<file path="src/rtl/boot_jump_pkg.sv">
package boot_jump_pkg;
  typedef enum logic [1:0] {
    SLOT_OPC = 2'd0,
    SLOT_LO  = 2'd1,
    SLOT_HI  = 2'd2,
    SLOT_PAD = 2'd3
  } slot_e;

  localparam logic [7:0] JUMP_OPCODE = 8'hC3;
  localparam logic [7:0] LOW_BYTE    = 8'h00;
  localparam logic [7:0] PAD_BYTE    = 8'h00;
endpackage

</file>
<file path="src/rtl/bji_arm_ctrl.sv">
module bji_arm_ctrl #(
  parameter int ADDR_W       = 16,
  parameter int HANDOFF_ADDR = 2
) (
  input  logic              clk,
  input  logic              por_n,
  input  logic              sys_rst,
  input  logic              rearm_en,
  input  logic [ADDR_W-1:0] cpu_addr,
  input  logic              rd_stb,
  output logic              handed_off
);
  localparam logic [ADDR_W-1:0] HIT = ADDR_W'(HANDOFF_ADDR);

  logic rd_q;
  logic hit_q;
  logic trail_hit;
  logic rearm;

  assign trail_hit = rd_q & ~rd_stb & hit_q;
  assign rearm     = sys_rst & rearm_en;

  always_ff @(posedge clk or negedge por_n) begin
    if (!por_n) begin
      rd_q       <= 1'b0;
      hit_q      <= 1'b0;
      handed_off <= 1'b0;
    end else begin
      rd_q <= rd_stb;
      if (rd_stb) hit_q <= (cpu_addr == HIT);
      if (rearm) handed_off <= 1'b0;
      else if (trail_hit) handed_off <= 1'b1;
    end
  end


  done_on_trail_chk: assert property (@(posedge clk) disable iff (!por_n)
    $rose(handed_off) |-> ($past(rd_stb, 2) && !$past(rd_stb)));


  rearm_clears_chk: assert property (@(posedge clk) disable iff (!por_n)
    (sys_rst && rearm_en) |=> !handed_off);


  done_sticky_chk: assert property (@(posedge clk) disable iff (!por_n)
    (handed_off && !(sys_rst && rearm_en)) |=> handed_off);
endmodule

</file>
<file path="src/rtl/bji_byte_mux.sv">
module bji_byte_mux #(
  parameter int DATA_W = 8
) (
  input  logic [1:0]        slot,
  input  logic              inject,
  input  logic [DATA_W-1:0] page_sw,
  input  logic [DATA_W-1:0] mem_data,
  output logic [DATA_W-1:0] cpu_data
);
  import boot_jump_pkg::*;

  logic [DATA_W-1:0] inj_byte;

  always_comb begin
    unique case (slot_e'(slot))
      SLOT_OPC: inj_byte = DATA_W'(JUMP_OPCODE);
      SLOT_LO:  inj_byte = DATA_W'(LOW_BYTE);
      SLOT_HI:  inj_byte = page_sw;
      default:  inj_byte = DATA_W'(PAD_BYTE);
    endcase
  end

  assign cpu_data = inject ? inj_byte : mem_data;
endmodule

</file>
<file path="src/rtl/boot_jump_inject.sv">
module boot_jump_inject #(
  parameter int ADDR_W       = 16,
  parameter int DATA_W       = 8,
  parameter int HANDOFF_ADDR = 2
) (
  input  logic              clk,
  input  logic              por_n,
  input  logic              sys_rst,
  input  logic              jmp_en,
  input  logic              rearm_en,
  input  logic [DATA_W-1:0] page_sw,
  input  logic [ADDR_W-1:0] cpu_addr,
  input  logic              rd_stb,
  input  logic [DATA_W-1:0] mem_data,
  output logic [DATA_W-1:0] cpu_data
);
  import boot_jump_pkg::*;

  logic handed_off;
  logic inject;

  bji_arm_ctrl #(.ADDR_W(ADDR_W), .HANDOFF_ADDR(HANDOFF_ADDR)) u_ctrl (
    .clk(clk), .por_n(por_n), .sys_rst(sys_rst), .rearm_en(rearm_en),
    .cpu_addr(cpu_addr), .rd_stb(rd_stb), .handed_off(handed_off)
  );

  assign inject = jmp_en & ~handed_off;

  bji_byte_mux #(.DATA_W(DATA_W)) u_mux (
    .slot(cpu_addr[1:0]), .inject(inject), .page_sw(page_sw),
    .mem_data(mem_data), .cpu_data(cpu_data)
  );


  off_passthru_chk: assert property (@(posedge clk) disable iff (!por_n)
    !jmp_en |-> (cpu_data == mem_data));


  opcode_slot_chk: assert property (@(posedge clk) disable iff (!por_n)
    (jmp_en && !handed_off && cpu_addr[1:0] == 2'b00) |-> (cpu_data == DATA_W'(JUMP_OPCODE)));


  page_slot_chk: assert property (@(posedge clk) disable iff (!por_n)
    (jmp_en && !handed_off && cpu_addr[1:0] == 2'b10) |-> (cpu_data == page_sw));
endmodule

</file>
<file path="config.mk">
export PLATFORM = sky130hd
export DESIGN_NAME = boot_jump_inject
export DESIGN_NICKNAME = d
export VERILOG_FILES = /design/src/rtl/boot_jump_pkg.sv /design/src/rtl/bji_arm_ctrl.sv /design/src/rtl/bji_byte_mux.sv /design/src/rtl/boot_jump_inject.sv
export SDC_FILE = /design/constraint.sdc
export NUM_CORES = 1
export LEC_CHECK = 0
export ABC_AREA = 1
export BUFFER_PORTS_ARGS = -buffer_cell sky130_fd_sc_hd__clkbuf_2
export CORE_AREA = 3 3 40 42
export CTS_CLUSTER_DIAMETER = 120
export CTS_CLUSTER_SIZE = 14
export DETAILED_ROUTE_END_ITERATION = 8
export DIE_AREA = 0 0 43 45
export PLACE_DENSITY = 0.76
export SLEW_MARGIN = 30
export SYNTH_ARGS = -nofsm -noshare
export SYNTH_HDL_FRONTEND = slang
export SYNTH_SLANG_ARGS = --single-unit
</file>
<file path="constraint.sdc">
create_clock -name clk -period 0.8 [get_ports clk]
set_input_delay 0.04 -clock clk [delete_from_list [all_inputs] [get_ports clk]]
set_output_delay 0.04 -clock clk [all_outputs]
set_load 0.02 [all_outputs]
</file>
==> qor.tcl, run 1 <==
set qor(synth.top_cells.by_count) {sky130_fd_sc_hd__nand2_1, sky130_fd_sc_hd__nor2_1, sky130_fd_sc_hd__nand3_1, sky130_fd_sc_hd__inv_1, sky130_fd_sc_hd__o21ai_0}
set qor(synthesized_net_count) 92
set qor(detailedRoute.firstPassIterationCount) 3
set qor(yosysTopAreaCellShare_pct) 26.0
set qor(cp.arrival_ns) 1.16
set qor(grt_pass1_vias) 519
set qor(hold_slack_ns) 0.00401
set qor(failed_checks) {negative setup slack}
set qor(multi_input_comb_area_um2) 243
set qor(postSynthCellCount) 54
set qor(rows) 13
set qor(yosys_register_bits) 3
set qor(reg2reg_from) {u_ctrl.handed_off}
set qor(ctsLongestPathBuffers) 2
set qor(cts_htree_levels) 1
set qor(synthesis.area_um2) 303
set qor(power_switching_mw) 0.239
set qor(regArea_um2) 75.1
set qor(finClkSkew_ns) 0.0000501
set qor(post-synth-top-count-cell) {sky130_fd_sc_hd__nand2_1}
set qor(fmax_ghz) 0.831
set qor(dpl.cell_count) 117
set qor(class_of_the_tightest_hold_or_removal_check) {in -> reg}
set qor(clock_transition_time_at_the_flip_flop_clock_pins_of_the_worst_setup_and_hold_paths_ns) 0.04
set qor(crit_chain) {inv_2, nand2_4, buf_4, nand2_1, nand2_2, clkbuf_8}
set qor(worst_ir_drop_vdd_mv) 0.761
set qor(clock_power_share_pct) 36.6
set qor(post-dp-hpwl_um) 982
set qor(final_hold_viol_count) 0
set qor(final_nets) 149
set qor(critical_path.endpoint) {cpu_data[6]}
set qor(clock_latency_ns) 0.24
set qor(initial_antenna_violation_count) 0
set qor(worst_r2r_path_depth) 4
set qor(sequentialPowerShare_pct) 20.6
set qor(synth_top_flop_cell) {sky130_fd_sc_hd__dfrtp_1}
set qor(critPathKind) {reg -> out}
set qor(power_leakage_nw) 0.424
set qor(crit_fanout) 4
set qor(start_util_pct) 23.6
set qor(cts_sinks) 3
set qor(fin_crit_sh_pct) 150
set qor(regToRegSetupSlack_ns) -0.03
set qor(cts_made_buffers) 3
set qor(ys_types) 11
set qor(intPower_mw) 0.517
set qor(worst_ep_required_time_ns) 0.76
set qor(synth_largest_area_cell) {sky130_fd_sc_hd__nand2_1}
set qor(power.share.switching_pct) 31.6
set qor(worst_r2r_endpoint) {u_ctrl.handed_off}
set qor(insertedDiodeCount) 0
set qor(critical-path-top-delay-family) {buffers and inverters}
set qor(timing.max_slew.rel_slack_pct) 87.6
set qor(finalSetupViolCount) 9
set qor(grt.met2_usage_pct) 24.9
set qor(worst-path-buf-inv) 3
set qor(post-layout-total-power_mw) 0.757
set qor(share_comb_of_total_power_pct) 42.8
set qor(share_of_final_layout_standard_cells_stronger_than_drive_strength_1_pct) 62.7
set qor(setup_ws_ns) -0.403
set qor(global_route_wire_length_before_repair_um) 1830
set qor(dpl-instance-area_um2) 594
set qor(boundaryPins) 46
set qor(use_met3_pct) 2.79
set qor(cp_slowest_cell) {sky130_fd_sc_hd__dfrtp_1}
set qor(globalRouteTotalUtil_pct) 12.6
set qor(timing.final.max_slew_violations) 0
set qor(dieArea_um2) 1940
set qor(clockRootBuffer) {sky130_fd_sc_hd__clkbuf_4}
set qor(dr.first_iter.drc_count) 5
set qor(core-area_um2) 1280
set qor(num-fill-cells) 131
set qor(via_count) 531
set qor(number_of_port_buffers) 45
set qor(largest_cells_by_area_after_synthesis) {sky130_fd_sc_hd__nand2_1, sky130_fd_sc_hd__dfrtp_1, sky130_fd_sc_hd__nor2_1}
set qor(grt_start_max_net_pins) 6
set qor(routedWlPerCell_um) 9.18
set qor(timing.critical_path.slowest_cell_delay_ns) 0.37
set qor(floorplan.die.height_um) 45
set qor(rsz0062_at_grt) {yes}
set qor(drc) 0
set qor(max_cap_viol_count) 0
set qor(postSynth.asyncResetShare_pct) 100
set qor(setup.worst_path.start_class) {flop}
set qor(run_status) {finished, violations left}
set qor(area_growth_pct) 139
set qor(tritoncts_clock_tree) {yes}
set qor(design_area_um2) 723
set qor(global_route_total_overflow) 0
set qor(sequential_fraction_of_the_synthesis_area_pct) 24.8
set qor(final_cell_count_no_fill) 125
set qor(grt-busiest-layer) {met2}
set qor(ant_nets) 0
set qor(synth.yosys.warnings) 0
set qor(startpoint) {u_ctrl.handed_off}
set qor(worstSetupPathDepth) 6
set qor(post-route-min-period_ns) 1.20
set qor(vias_per_cell) 4.25
set qor(post_synth.cell_area_avg_um2) 5.61
set qor(use_met1_pct) 11.1
set qor(fp.dieW_um) 43
set qor(pwr_density_cell_nw_per_um2) 1050
set qor(globalplace.congestion) 0.637
set qor(wl_um) 1150
set qor(origin_of_the_worst_min_delay_path) {sys_rst}
set qor(worstSetupEndpointType) {output pin}
set qor(synth_enable_flop_cells) 0
set qor(slew_at_the_pin_closest_to_its_max_slew_limit_ns) 0.186
[placed cells by master, fill, tap and decap left out]
cell type and instances:
sky130_fd_sc_hd__a22oi_2 1, sky130_fd_sc_hd__nand2_1 10, sky130_fd_sc_hd__clkbuf_8 6, sky130_fd_sc_hd__inv_2 2, sky130_fd_sc_hd__buf_4 4, sky130_fd_sc_hd__clkbuf_1 1
sky130_fd_sc_hd__clkbuf_4 3, sky130_fd_sc_hd__nand2_2 11, sky130_fd_sc_hd__nor2_1 9, sky130_fd_sc_hd__o21ai_1 4, sky130_fd_sc_hd__nand2_4 1, sky130_fd_sc_hd__buf_2 2
sky130_fd_sc_hd__inv_1 4, sky130_fd_sc_hd__nor2_4 2, sky130_fd_sc_hd__nand3_1 6, sky130_fd_sc_hd__clkbuf_2 37, sky130_fd_sc_hd__and2_0 1, sky130_fd_sc_hd__dfrtp_1 3
sky130_fd_sc_hd__dlygate4sd3_1 3
[worst reg2reg max path, cell delays in order (launching register included)]
cell	delay (ns)
sky130_fd_sc_hd__dfrtp_1	0.34
sky130_fd_sc_hd__inv_2	0.05
sky130_fd_sc_hd__buf_4	0.12
sky130_fd_sc_hd__buf_4	0.12
sky130_fd_sc_hd__a22oi_2	0.12
[kinds of logic (layout without fill, tap and decap cells)]
family | after synthesis | count (layout) | share of synthesized area (%)
AOI/OAI and AO/OA | 5 | 5 | 9.09
buffers and inverters | 6 | 62 | 7.44
DFF | 3 | 3 | 24.8
and+or+nand+nor | 40 | 40 | 58.7
[metal layers]
| metal | wire length [µm] | share of wire [%] |
|---|---|---|
| met1 | 339 | 30 |
| met2 | 668 | 58 |
| met3 | 115 | 10 |
| met5 | 0 | 0 |
| met4 | 23 | 2.0 |
[repair_timing]
action | in CTS | in global routing
hold buffers | 3 | 0
setup buffers | 1 | 0
endpoints found under the hold margin | 5 | 0
setup endpoints to repair | 8 | 9
pin swaps | 2 | 0
gates resized for setup | 15 | 3
[through the flow]
step	setup WS [ns]	utilization [%]	setup TNS, ns
finish	-0.403	56.3	-3.17
global route	-0.481	56.3	-3.76
CTS	-0.411	56.1	-3.29
detailed placement	-0.196	46.3	-1.36
global placement	-0.157	46.3	-1.16
floorplan	-0.0592	-	-0.387
[power groups by stage]
stage	clock network, mW	registers, mW	logic (mW)
floorplan	0	0.158	0.123
global placement	0	0.158	0.264
detailed placement	0	0.158	0.267
CTS	0.280	0.156	0.324
global route	0.290	0.156	0.355
finish	0.277	0.156	0.324
[sequential cells by signal, summed over array words and instances (netlist names)]
register           cells
u_ctrl.handed_off      1
u_ctrl.rd_q            1
u_ctrl.hit_q           1
[how the worst min path moves through the flow]
stage / depth (start not counted) / slack [ns] / end
2_1_floorplan: 0 / -0.26 / u_ctrl.handed_off
3_3_place_gp: 1 / -0.16 / u_ctrl.rd_q
3_5_place_dp: 1 / -0.16 / u_ctrl.rd_q
4_1_cts: 2 / 0.004 / u_ctrl.handed_off
5_1_grt: 2 / 0.02 / u_ctrl.handed_off
6_report: 2 / 0.004 / u_ctrl.handed_off
[layout make-up]
class	instances	area share, %
Clock buffer	4	3.63
Inverter	6	3.11
Multi-Input combinational cell	45	33.6
Sequential cell	3	10.4
Tap cell	15	2.60
Timing Repair Buffer	52	46.7
No activity file was read; power rests on OpenSTA's default activity.
==> run 2: changes to the inputs <==
--- a/config.mk
+++ b/config.mk
@@ -7,13 +7,14 @@
 export LEC_CHECK = 0
 export ABC_AREA = 1
 export BUFFER_PORTS_ARGS = -buffer_cell sky130_fd_sc_hd__clkbuf_2
-export CORE_AREA = 3 3 40 42
+export CORE_MARGIN = 3
+export CORE_UTILIZATION = 27
 export CTS_CLUSTER_DIAMETER = 120
 export CTS_CLUSTER_SIZE = 14
 export DETAILED_ROUTE_END_ITERATION = 8
-export DIE_AREA = 0 0 43 45
-export PLACE_DENSITY = 0.76
+export PLACE_DENSITY = 0.81
 export SLEW_MARGIN = 30
 export SYNTH_ARGS = -nofsm -noshare
 export SYNTH_HDL_FRONTEND = slang
+export SYNTH_HIERARCHICAL = 1
 export SYNTH_SLANG_ARGS = --single-unit
==> qor.tcl, run 2 <==
set qor(worst_r2r_endpoint) {u_ctrl/handed_off}
set qor(postSynth.asyncResetShare_pct) 100
set qor(worst_r2r_path_depth) 2
set qor(via_count) 605
set qor(dr.first_iter.drc_count) 7
set qor(insertedDiodeCount) 0
set qor(finClkSkew_ns) 0.00104
set qor(intPower_mw) 0.553
set qor(clockRootBuffer) {sky130_fd_sc_hd__clkbuf_4}
set qor(ant_nets) 0
set qor(vias_per_cell) 4.38
set qor(globalRouteTotalUtil_pct) 17.5
set qor(timing.final.max_slew_violations) 0
set qor(post-route-min-period_ns) 1.31
set qor(max_cap_viol_count) 0
set qor(dpl.cell_count) 130
set qor(setup_ws_ns) -0.511
set qor(regArea_um2) 75.1
set qor(fp.dieW_um) 42.5
set qor(synth_enable_flop_cells) 0
set qor(critPathKind) {reg -> out}
set qor(post_cts.repair.setup_buffers) 0
set qor(globalplace.congestion) 0.721
set qor(final_cell_count_no_fill) 138
set qor(slew_at_the_pin_closest_to_its_max_slew_limit_ns) 0.176
set qor(detailedRoute.firstPassIterationCount) 3
set qor(power.share.switching_pct) 32.6
set qor(cts_htree_levels) 1
set qor(regToRegSetupSlack_ns) 0.14
set qor(power_switching_mw) 0.268
set qor(ctsLongestPathBuffers) 2
set qor(dieArea_um2) 1800
set qor(cts_made_buffers) 3
set qor(final_hold_viol_count) 0
set qor(fmax_ghz) 0.763
set qor(initial_antenna_violation_count) 0
set qor(synth_largest_area_cell) {sky130_fd_sc_hd__nand2_1}
set qor(share_of_final_layout_standard_cells_stronger_than_drive_strength_1_pct) 56.5
set qor(synthesized_net_count) 108
set qor(origin_of_the_worst_min_delay_path) {rd_stb}
set qor(routedWlPerCell_um) 10.8
set qor(setup.worst_path.start_class) {flop}
set qor(post-dp-hpwl_um) 990
set qor(synth_top_flop_cell) {sky130_fd_sc_hd__dfrtp_1}
set qor(power_leakage_nw) 0.508
set qor(core-area_um2) 1170
set qor(largest_cells_by_area_after_synthesis) {sky130_fd_sc_hd__nand2_1, sky130_fd_sc_hd__dfrtp_1, sky130_fd_sc_hd__inv_1}
set qor(final_nets) 163
set qor(post-layout-total-power_mw) 0.821
set qor(grt_pass1_vias) 633
set qor(yosys_register_bits) 3
set qor(timing.max_slew.rel_slack_pct) 88.3
set qor(post_synth.cell_area_avg_um2) 5.13
set qor(number_of_port_buffers) 45
set qor(multi_input_comb_area_um2) 262
set qor(clock_power_share_pct) 33.1
set qor(synth.top_cells.by_count) {sky130_fd_sc_hd__nand2_1, sky130_fd_sc_hd__inv_1, sky130_fd_sc_hd__nor2_1, sky130_fd_sc_hd__dfrtp_1, sky130_fd_sc_hd__nand3_1}
set qor(fin_crit_sh_pct) 164
set qor(crit_fanout) 8
set qor(clock_latency_ns) 0.23
set qor(synth.yosys.warnings) 6
set qor(post-synth-top-count-cell) {sky130_fd_sc_hd__nand2_1}
set qor(worst_ep_required_time_ns) 0.76
set qor(ys_types) 10
set qor(biggestRegsByFlops) {u_ctrl/handed_off x1, u_ctrl/hit_q x1, u_ctrl/rd_q x1}
set qor(class_of_the_tightest_hold_or_removal_check) {in -> reg}
set qor(reg2reg_from) {u_ctrl/hit_q}
set qor(drc) 0
set qor(share_comb_of_total_power_pct) 47.9
set qor(synthesis.area_um2) 359
set qor(rsz0062_at_grt) {yes}
set qor(run_status) {finished, violations left}
set qor(global_route_total_overflow) 0
set qor(hold_path_stages) 4
set qor(cts_sinks) 3
set qor(tritoncts_clock_tree) {yes}
set qor(start_util_pct) 30.7
set qor(postSynthCellCount) 70
set qor(finalSetupViolCount) 8
set qor(global_route_wire_length_before_repair_um) 2400
set qor(wl_um) 1490
set qor(worstSetupEndpointType) {output pin}
set qor(dpl_worst_slack_ns) -0.231
set qor(area_growth_pct) 123
set qor(worst_ir_drop_vdd_mv) 1.05
set qor(boundaryPins) 46
set qor(sequentialPowerShare_pct) 19.0
set qor(yosysTopAreaCellShare_pct) 38.7
set qor(clock_transition_time_at_the_flip_flop_clock_pins_of_the_worst_setup_and_hold_paths_ns) 0.04
set qor(pwr_density_cell_nw_per_um2) 1030
set qor(most_frequent_standard_cell_in_the_layout_excluding_fill_and_tap_cells) {sky130_fd_sc_hd__clkbuf_2}
set qor(most_frequent_cells_in_the_layout) {sky130_fd_sc_hd__clkbuf_2, sky130_fd_sc_hd__nand2_1, sky130_fd_sc_hd__nand2_2}
set qor(worstHoldEndpoint) {u_ctrl/hit_q}
set qor(sequential_fraction_of_the_synthesis_area_pct) 20.9
set qor(num-fill-cells) 91
set qor(rows) 12
set qor(failed_checks) {negative setup slack}
set qor(finalSetupTns_ns) -3.86
set qor(floorplan.die.height_um) 42.5
set qor(cp.arrival_ns) 1.27
set qor(grt_start_max_net_pins) 10
[run 2: changes by cell type in the layout (fill, tap and decap cells not counted), moves of 3 or more]
cell and change:
sky130_fd_sc_hd__nand3_1 -3, sky130_fd_sc_hd__nand2_1 +12, sky130_fd_sc_hd__o21ai_1 -4, sky130_fd_sc_hd__buf_8 +6, sky130_fd_sc_hd__buf_4 -3, sky130_fd_sc_hd__inv_1 +8
sky130_fd_sc_hd__nand2_2 +4, sky130_fd_sc_hd__clkbuf_8 -5
[run 2: layout make-up]
class | instances | share of cell area (%)
Timing Repair Buffer | 51 | 45.9
Tap cell | 14 | 2.19
Clock buffer | 4 | 3.28
Inverter | 14 | 6.56
Multi-Input combinational cell | 52 | 32.7
Sequential cell | 3 | 9.38
[run 2: cells by family after synthesis]
group,synth area share [%]
buffers and inverters,16.7
flip-flops,20.9
AO/OA/AOI/OAI,2.09
AND/OR/NAND/NOR,60.3
[run 2: power groups by stage]
stage / logic (mW) / clock network (mW) / registers, mW
2_1_floorplan: 0.141 / 0 / 0.158
3_3_place_gp: 0.285 / 0 / 0.158
3_5_place_dp: 0.291 / 0 / 0.158
4_1_cts: 0.355 / 0.282 / 0.156
5_1_grt: 0.424 / 0.298 / 0.156
6_report: 0.393 / 0.272 / 0.156
[run 2: worst max path at each step]
stage | startpoint | end | cells past startpoint
after floorplan | u_ctrl/handed_off | cpu_data[0] | 5
after global placement | u_ctrl/handed_off | cpu_data[6] | 6
after detailed placement | u_ctrl/handed_off | cpu_data[0] | 6
after CTS | u_ctrl/handed_off | cpu_data[3] | 6
after global routing | u_ctrl/handed_off | cpu_data[6] | 6
final | u_ctrl/handed_off | cpu_data[6] | 6
[run 2: worst max-delay path, stage by stage (launching register included)]
cell,delay (ns)
sky130_fd_sc_hd__dfrtp_1,0.38
sky130_fd_sc_hd__nor2_2,0.09
sky130_fd_sc_hd__inv_2,0.08
sky130_fd_sc_hd__nor2_8,0.20
sky130_fd_sc_hd__nand2_1,0.09
sky130_fd_sc_hd__nand2_2,0.07
sky130_fd_sc_hd__clkbuf_8,0.13
[run 2: routing by layer]
metal,up-vias,track usage (%),routed length [µm]
met5,-,0,0
met4,0,4.35,16
met3,2,5.15,158
met2,40,38.9,864
met1,256,13.7,454
li1,307,-,-
[run 2: what timing repair did]
action	CTS	global route
endpoints found under the setup margin	8	8
gates resized for setup	15	15
pin swaps	0	6
endpoints found under the hold margin	5	0
hold buffers	4	0
[run 2: metrics by stage]
step	instance area (µm²)	hold WS, ns	util (%)
final	801	0.105	68.4
after global routing	801	0.0991	68.4
after CTS	772	0.0869	65.9
after detailed placement	642	-0.161	54.8
after global placement	642	-0.162	54.8
after floorplan	379	-0.256	-
